### src/rtl/wdg_pkg.sv
package wdg_pkg;
  typedef enum logic [1:0] {
    ADDR_KEY  = 2'd0,
    ADDR_PRE  = 2'd1,
    ADDR_RLD  = 2'd2,
    ADDR_STAT = 2'd3
  } wdg_addr_e;

  localparam int KEY_W = 16;
  localparam logic [KEY_W-1:0] KEY_RUN    = 16'hCCCC;
  localparam logic [KEY_W-1:0] KEY_KICK   = 16'hAAAA;
  localparam logic [KEY_W-1:0] KEY_UNLOCK = 16'h5555;
endpackage

### src/rtl/wdg_cfg_slot.sv
module wdg_cfg_slot #(
  parameter int W = 3,
  parameter logic [W-1:0] INIT = '0,
  parameter int BUSY_TICKS = 2
) (
  input  logic         clk,
  input  logic         rst,
  input  logic         tick,
  input  logic         wr,
  input  logic [W-1:0] wdata,
  output logic [W-1:0] shadow,
  output logic [W-1:0] active,
  output logic         busy
);
  localparam int BW = $clog2(BUSY_TICKS + 1);
  logic [BW-1:0] bcnt;

  always_ff @(posedge clk) begin
    if (rst) begin
      shadow <= INIT;
      active <= INIT;
      bcnt   <= '0;
    end else if (wr) begin
      shadow <= wdata;
      bcnt   <= BW'(BUSY_TICKS);
    end else if (tick && bcnt != '0) begin
      bcnt <= bcnt - 1'b1;
      if (bcnt == BW'(1)) active <= shadow;
    end
  end

  assign busy = (bcnt != '0);

  // the value in force equals the written one once busy drops
  a_r7_apply_on_clear: assert property (@(posedge clk) disable iff (rst)
    $fell(busy) |-> (active == shadow));
endmodule

### src/rtl/wdg_prescale.sv
module wdg_prescale #(
  parameter int CODE_W   = 3,
  parameter int BASE_LOG = 2,
  parameter int MAX_CODE = 6
) (
  input  logic              clk,
  input  logic              rst,
  input  logic              tick,
  input  logic              run,
  input  logic              clr,
  input  logic [CODE_W-1:0] code,
  output logic              step
);
  localparam int CW = BASE_LOG + MAX_CODE;
  logic [CW-1:0] pcnt;
  logic [CW-1:0] lim;
  int unsigned   eff;

  always_comb begin
    eff = (int'(code) > MAX_CODE) ? MAX_CODE : int'(code);
    lim = CW'((32'd1 << (BASE_LOG + eff)) - 32'd1);
  end

  assign step = run && tick && (pcnt >= lim);

  always_ff @(posedge clk) begin
    if (rst || clr)       pcnt <= '0;
    else if (run && tick) pcnt <= step ? '0 : pcnt + 1'b1;
  end

  // a wrap always returns the phase to zero
  a_r6_wrap_phase: assert property (@(posedge clk) disable iff (rst)
    step |=> (pcnt == '0));
endmodule

### src/rtl/wdg_countdown.sv
module wdg_countdown #(
  parameter int RL_W = 12
) (
  input  logic            clk,
  input  logic            rst,
  input  logic            step,
  input  logic            load,
  input  logic [RL_W-1:0] reload,
  output logic            rst_req
);
  logic [RL_W-1:0] cnt;

  always_ff @(posedge clk) begin
    if (rst) begin
      cnt     <= '1;
      rst_req <= 1'b0;
    end else begin
      rst_req <= 1'b0;
      if (load) begin
        cnt <= reload;
      end else if (step) begin
        if (cnt == '0) begin
          rst_req <= 1'b1;
          cnt     <= reload;
        end else begin
          cnt <= cnt - 1'b1;
        end
      end
    end
  end

  // the request is a single-cycle pulse
  a_r9_one_cycle: assert property (@(posedge clk) disable iff (rst)
    rst_req |=> !rst_req);
  // a reload in the same cycle as a step suppresses the request
  a_r11_load_wins: assert property (@(posedge clk) disable iff (rst)
    load |=> !rst_req);
endmodule

### src/rtl/keyed_watchdog.sv
module keyed_watchdog #(
  parameter int DATA_W     = 16,
  parameter int PR_W       = 3,
  parameter int RL_W       = 12,
  parameter int BUSY_TICKS = 2,
  parameter int BASE_LOG   = 2,
  parameter int MAX_CODE   = 6
) (
  input  logic              clk,
  input  logic              rst,
  input  logic              lsi_tick,
  input  logic              dbg_freeze,
  input  logic              bus_wr,
  input  logic              bus_rd,
  input  logic [1:0]        bus_addr,
  input  logic [DATA_W-1:0] bus_wdata,
  output logic [DATA_W-1:0] bus_rdata,
  output logic              reset_req
);
  import wdg_pkg::*;

  logic unlocked, running;
  logic key_wr, load, pre_wr, rld_wr, count_en, step;
  logic [PR_W-1:0] pre_shadow, pre_active;
  logic [RL_W-1:0] rld_shadow, rld_active;
  logic pre_busy, rld_busy;

  assign key_wr   = bus_wr && (bus_addr == ADDR_KEY);
  assign load     = key_wr && (bus_wdata == DATA_W'(KEY_KICK) ||
                               bus_wdata == DATA_W'(KEY_RUN));
  assign pre_wr   = bus_wr && (bus_addr == ADDR_PRE) && unlocked;
  assign rld_wr   = bus_wr && (bus_addr == ADDR_RLD) && unlocked;
  assign count_en = running && !dbg_freeze;

  always_ff @(posedge clk) begin
    if (rst) begin
      unlocked <= 1'b0;
      running  <= 1'b0;
    end else if (key_wr) begin
      unlocked <= (bus_wdata == DATA_W'(KEY_UNLOCK));
      if (bus_wdata == DATA_W'(KEY_RUN)) running <= 1'b1;
    end
  end

  wdg_cfg_slot #(.W(PR_W), .INIT('0), .BUSY_TICKS(BUSY_TICKS)) u_pre (
    .clk(clk), .rst(rst), .tick(lsi_tick), .wr(pre_wr),
    .wdata(bus_wdata[PR_W-1:0]), .shadow(pre_shadow),
    .active(pre_active), .busy(pre_busy));

  wdg_cfg_slot #(.W(RL_W), .INIT('1), .BUSY_TICKS(BUSY_TICKS)) u_rld (
    .clk(clk), .rst(rst), .tick(lsi_tick), .wr(rld_wr),
    .wdata(bus_wdata[RL_W-1:0]), .shadow(rld_shadow),
    .active(rld_active), .busy(rld_busy));

  wdg_prescale #(.CODE_W(PR_W), .BASE_LOG(BASE_LOG), .MAX_CODE(MAX_CODE)) u_div (
    .clk(clk), .rst(rst), .tick(lsi_tick), .run(count_en), .clr(load),
    .code(pre_active), .step(step));

  wdg_countdown #(.RL_W(RL_W)) u_cnt (
    .clk(clk), .rst(rst), .step(step), .load(load),
    .reload(rld_active), .rst_req(reset_req));

  always_ff @(posedge clk) begin
    if (rst) begin
      bus_rdata <= '0;
    end else if (bus_rd) begin
      case (bus_addr)
        ADDR_PRE:  bus_rdata <= DATA_W'(pre_shadow);
        ADDR_RLD:  bus_rdata <= DATA_W'(rld_shadow);
        ADDR_STAT: bus_rdata <= DATA_W'({rld_busy, pre_busy});
        default:   bus_rdata <= '0;
      endcase
    end
  end

  // running never returns to idle without reset
  a_r10_sticky_run: assert property (@(posedge clk) disable iff (rst)
    running |=> running);
  // freeze blocks every counter step
  a_r8_freeze_hold: assert property (@(posedge clk) disable iff (rst)
    dbg_freeze |-> !step);
  // locked writes leave the prescaler register untouched
  a_r4_locked_pre: assert property (@(posedge clk) disable iff (rst)
    (bus_wr && bus_addr == ADDR_PRE && !unlocked) |=> $stable(pre_shadow));
  // an idle watchdog never requests a reset
  a_r1_idle_quiet: assert property (@(posedge clk) disable iff (rst)
    reset_req |-> running);
endmodule

### config.mk
export PLATFORM = sky130hd
export DESIGN_NAME = keyed_watchdog
export DESIGN_NICKNAME = d
export VERILOG_FILES = /design/src/rtl/wdg_pkg.sv /design/src/rtl/wdg_cfg_slot.sv /design/src/rtl/wdg_prescale.sv /design/src/rtl/wdg_countdown.sv /design/src/rtl/keyed_watchdog.sv
export SDC_FILE = /design/constraint.sdc
export NUM_CORES = 1
export LEC_CHECK = 0
export ABC_AREA = 1
export CORE_UTILIZATION = 49
export CTS_CLUSTER_SIZE = 10
export DETAILED_ROUTE_END_ITERATION = 7
export GPL_TIMING_DRIVEN = 0
export PLACE_DENSITY = 0.7
export SLEW_MARGIN = 20
export SYNTH_ARGS = -nofsm -noshare
export SYNTH_HDL_FRONTEND = slang
export SYNTH_SLANG_ARGS = --single-unit
### constraint.sdc
create_clock -name clk -period 3 [get_ports clk]
set_input_delay 0.6 -clock clk [delete_from_list [all_inputs] [get_ports clk]]
set_output_delay 0.6 -clock clk [all_outputs]
set_load 0.02 [all_outputs]
==> Implementation_results.wiki <==
{| class="wikitable"
! Metric !! Value
|-
| Layout-stage area growth over the synthesis result || 17.7%
|-
| Post-synthesis cell count || 583
|-
| Post-synth ARST share || 0%
|-
| Port Buffer Count || 35
|-
| Setup slack of the critical path after layout || 461 ps
|-
| Fraction of the yosys area taken by sequential cells || 34.8%
|-
| Drc violations || 0
|-
| Met2 usage || 41.5%
|-
| Switching power of the nets || 468 uW
|-
| Worst clock skew on the final layout || 9.85 ps
|-
| Crit Path Max Fanout || 10
|-
| Vias || 3645
|-
| Cts-stage hold buffer count || 0
|-
| Mapped cell area || 0.00396 mm^2
|-
| Pin slew with the least headroom to its limit || 568 ps
|-
| Antenna diodes || 0
|-
| Final setup violating endpoints || 0
|-
| Max-slew violations || 0
|-
| Shortest clock period the worst path allows after layout || 2540 ps
|-
| Initial antenna violation count || 0
|-
| Total Power Consumption || 1940 uW
|-
| Seq pwr share || 48.7%
|-
| Fin nets || 674
|-
| Switching part of the total power || 24.1%
|-
| Most frequently used flop master after synthesis || sky130_fd_sc_hd__dfxtp_1
|-
| RSZ-0062 raised after global routing || no
|-
| Y dimension of the die || 91.9 um
|-
| Clock tree from TritonCTS || yes
|-
| Total routing resource utilization after global routing || 23.3%
|-
| H-tree depth reported by CTS || 3
|-
| 1st-iter DRT viols || 103
|-
| WP data arrival || 2820 ps
|-
| Count of antenna-violating nets left after detailed routing || 0
|-
| Leakage power || 0.00225 uW
|-
| Commonest non-fill, non-tap cells in the layout || 163 x sky130_fd_sc_hd__nand2_1, 69 x sky130_fd_sc_hd__dfxtp_1, 67 x sky130_fd_sc_hd__nor2_1
|-
| Std-Cell Rows || 32
|-
| Largest net degree at the start of global routing || 12
|-
| Overall routed net length || 9.02 mm
|-
| Critical path type || reg -> reg
|-
| Horizontal extent of the die || 91.9 um
|-
| Comb power frac || 10.6%
|-
| Average wire length per cell after detail routing || 12.2 um
|-
| Commonest non-fill, non-tap cell in the layout || sky130_fd_sc_hd__nand2_1
|-
| Fmax || 394 MHz
|-
| Worst hold slack || 470 ps
|-
| Setup WS pre-CTS || 518 ps
|-
| Initial Util || 51.0%
|-
| Seq cells post-synth || 69
|-
| Pint || 1470 uW
|-
| Io pins || 41
|-
| M3 GR Usage || 3.15%
|-
| Share of post-route cells with drive strength above 1 || 9.73%
|-
| Crit start category || flop
|-
| Num Clock Sinks || 69
|-
| Last weighted congestion value of the routability-driven placer || 0.881
|-
| Max-Cap Viols || 0
|-
| Clk pwr share || 40.7%
|-
| Synthesized area per cell || 6.80 um^2
|-
| Power per standard cell area || 416 mW/mm^2
|-
| Congestion Overflow GR || 0
|-
| Distinct cell type count after synthesis || 39
|-
| Vias in the first global route || 3526
|-
| Met1 Usage GRT || 28.5%
|-
| Headroom to the max-slew limit || 62.1%
|-
| Post-synth EDFFs || 0
|-
| Worst-Skew Late Latency || 340 ps
|-
| Clock slew at reported path FFs || 70 ps
|-
| Yosys warning count || 0
|-
| DIE AREA || 0.00845 mm^2
|-
| Number of setup buffers added after CTS || 0
|-
| Max IR drop VDD || 0.244 mV
|-
| Routing layer with the top usage in global route || met2
|-
| Kind of capture point of the worst setup path || flop
|-
| TritonRoute pass-1 iters || 5
|-
| Mean number of vias per cell || 4.93
|-
| Bufs on Longest Clock Path || 2
|-
| Area of the core || 0.00777 mm^2
|-
| Period utilisation layout || 84.6%
|-
| Result of the run || finished clean
|-
| Required time worst endpoint || 3280 ps
|-
| Final-layout setup total negative slack || 0 ps
|-
| Root cell of the clock tree || sky130_fd_sc_hd__clkbuf_8
|-
| CTS buffer count || 9
|-
| Number of instances resized during post-cts repair || 0
|-
| HPWL after detailed placement || 7.16 mm
|-
| First-pass GRT wire length || 15.7 mm
|-
| Class of the tightest hold or removal check || reg -> reg
|-
| Endpoints failing hold || 0
|}
[worst max-delay path, cell delays in order (launching register included)]
cell and delay, ps:
sky130_fd_sc_hd__dfxtp_1 380, sky130_fd_sc_hd__inv_1 120, sky130_fd_sc_hd__ha_1 310, sky130_fd_sc_hd__inv_1 40, sky130_fd_sc_hd__nor2_1 110, sky130_fd_sc_hd__nand3_1 110, sky130_fd_sc_hd__xnor2_1 150, sky130_fd_sc_hd__ha_1 270
sky130_fd_sc_hd__nand2_1 90, sky130_fd_sc_hd__nor2_1 50, sky130_fd_sc_hd__nor2_1 90, sky130_fd_sc_hd__nand2_1 60, sky130_fd_sc_hd__nand2_1 170, sky130_fd_sc_hd__buf_2 260, sky130_fd_sc_hd__nand3_1 100, sky130_fd_sc_hd__nand2_1 70
sky130_fd_sc_hd__clkinv_1 50, sky130_fd_sc_hd__nand2_1 50
[final cells by class]
type | count | area, um^2
Timing Repair Buffer | 35 | 350
Buffer | 19 | 115
Multi-Input combinational cell | 419 | 2180
Clock inverter | 3 | 42.5
Clock buffer | 13 | 169
Inverter | 79 | 297
Tap cell | 102 | 128
Fill cell | 746 | 3100
Sequential cell | 69 | 1380
[cells in the mapped netlist, drive strengths merged, types with 6 or more instances]
cell / n / area (um^2)
ha: 18 / 225
nand2: 169 / 654
o21ai: 22 / 110
buf: 13 / 92.6
clkbuf: 6 / 22.5
inv: 72 / 270
a21oi: 22 / 110
o211ai: 17 / 158
nor2: 75 / 334
nand3: 57 / 325
dfxtp: 69 / 1380
clkinv: 7 / 26.3
nor3: 11 / 60.1
[logic make-up after synthesis]
logic type               Yosys count  synth area share [%]
XOR/XNOR                          10                  2.21
flip-flops                        69                  34.8
AO/OA/AOI/OAI                     66                  10.6
buffers and inverters             98                  10.4
other                              1                0.0946
adder cells (fa/ha/maj)           18                  5.68
AND/OR/NAND/NOR                  321                  36.2
[power by group through the flow]
stage / Clock, uW / Sequential [uW] / Combinational [uW]
global placement: 0 / 964 / 202
CTS: 806 / 944 / 207
floorplan: 0 / 975 / 110
global route: 839 / 945 / 229
finish: 791 / 944 / 206
detailed placement: 0 / 965 / 207
[flip-flops by register name, summed over array words and instances (netlist names)]
signal,flops
u_pre.active,3
u_rld.bcnt,2
u_div.pcnt,8
running,1
unlocked,1
bus_rdata,12
u_pre.shadow,3
u_rld.active,12
u_cnt.rst_req,1
u_rld.shadow,12
u_cnt.cnt,12
u_pre.bcnt,2
[through the flow]
stage | area, um^2 | instances | util [%]
final | 4660 | 739 | 60.1
after global routing | 4660 | 739 | 60.1
after CTS | 4660 | 739 | 60.1
after detailed placement | 4450 | 723 | 57.3
after global placement | 4450 | 723 | 57.3
after floorplan | 3980 | 586 | -
[per-layer routing]
metal | vias to the layer above | part of all wire, %
met1 | 1616 | 48
met4 | 0 | 1.2
met2 | 65 | 48
li1 | 1952 | -
met5 | - | 0
met3 | 12 | 2.5
[worst paths after layout]
path / start / to / slack [ps] / cells after the start
worst min-delay path: bus_rdata[0]$_SDFFE_PP0P_ / bus_rdata[0]$_SDFFE_PP0P_ / 470 / 2
worst max register to register: u_pre.active[1]$_SDFFE_PP0P_ / u_cnt.cnt[10]$_SDFFE_PP1P_ / 460 / 17
worst min register to register: bus_rdata[0]$_SDFFE_PP0P_ / bus_rdata[0]$_SDFFE_PP0P_ / 470 / 2
worst max-delay path: u_pre.active[1]$_SDFFE_PP0P_ / u_cnt.cnt[10]$_SDFFE_PP1P_ / 460 / 17
Power figures use the tool's default switching activity.
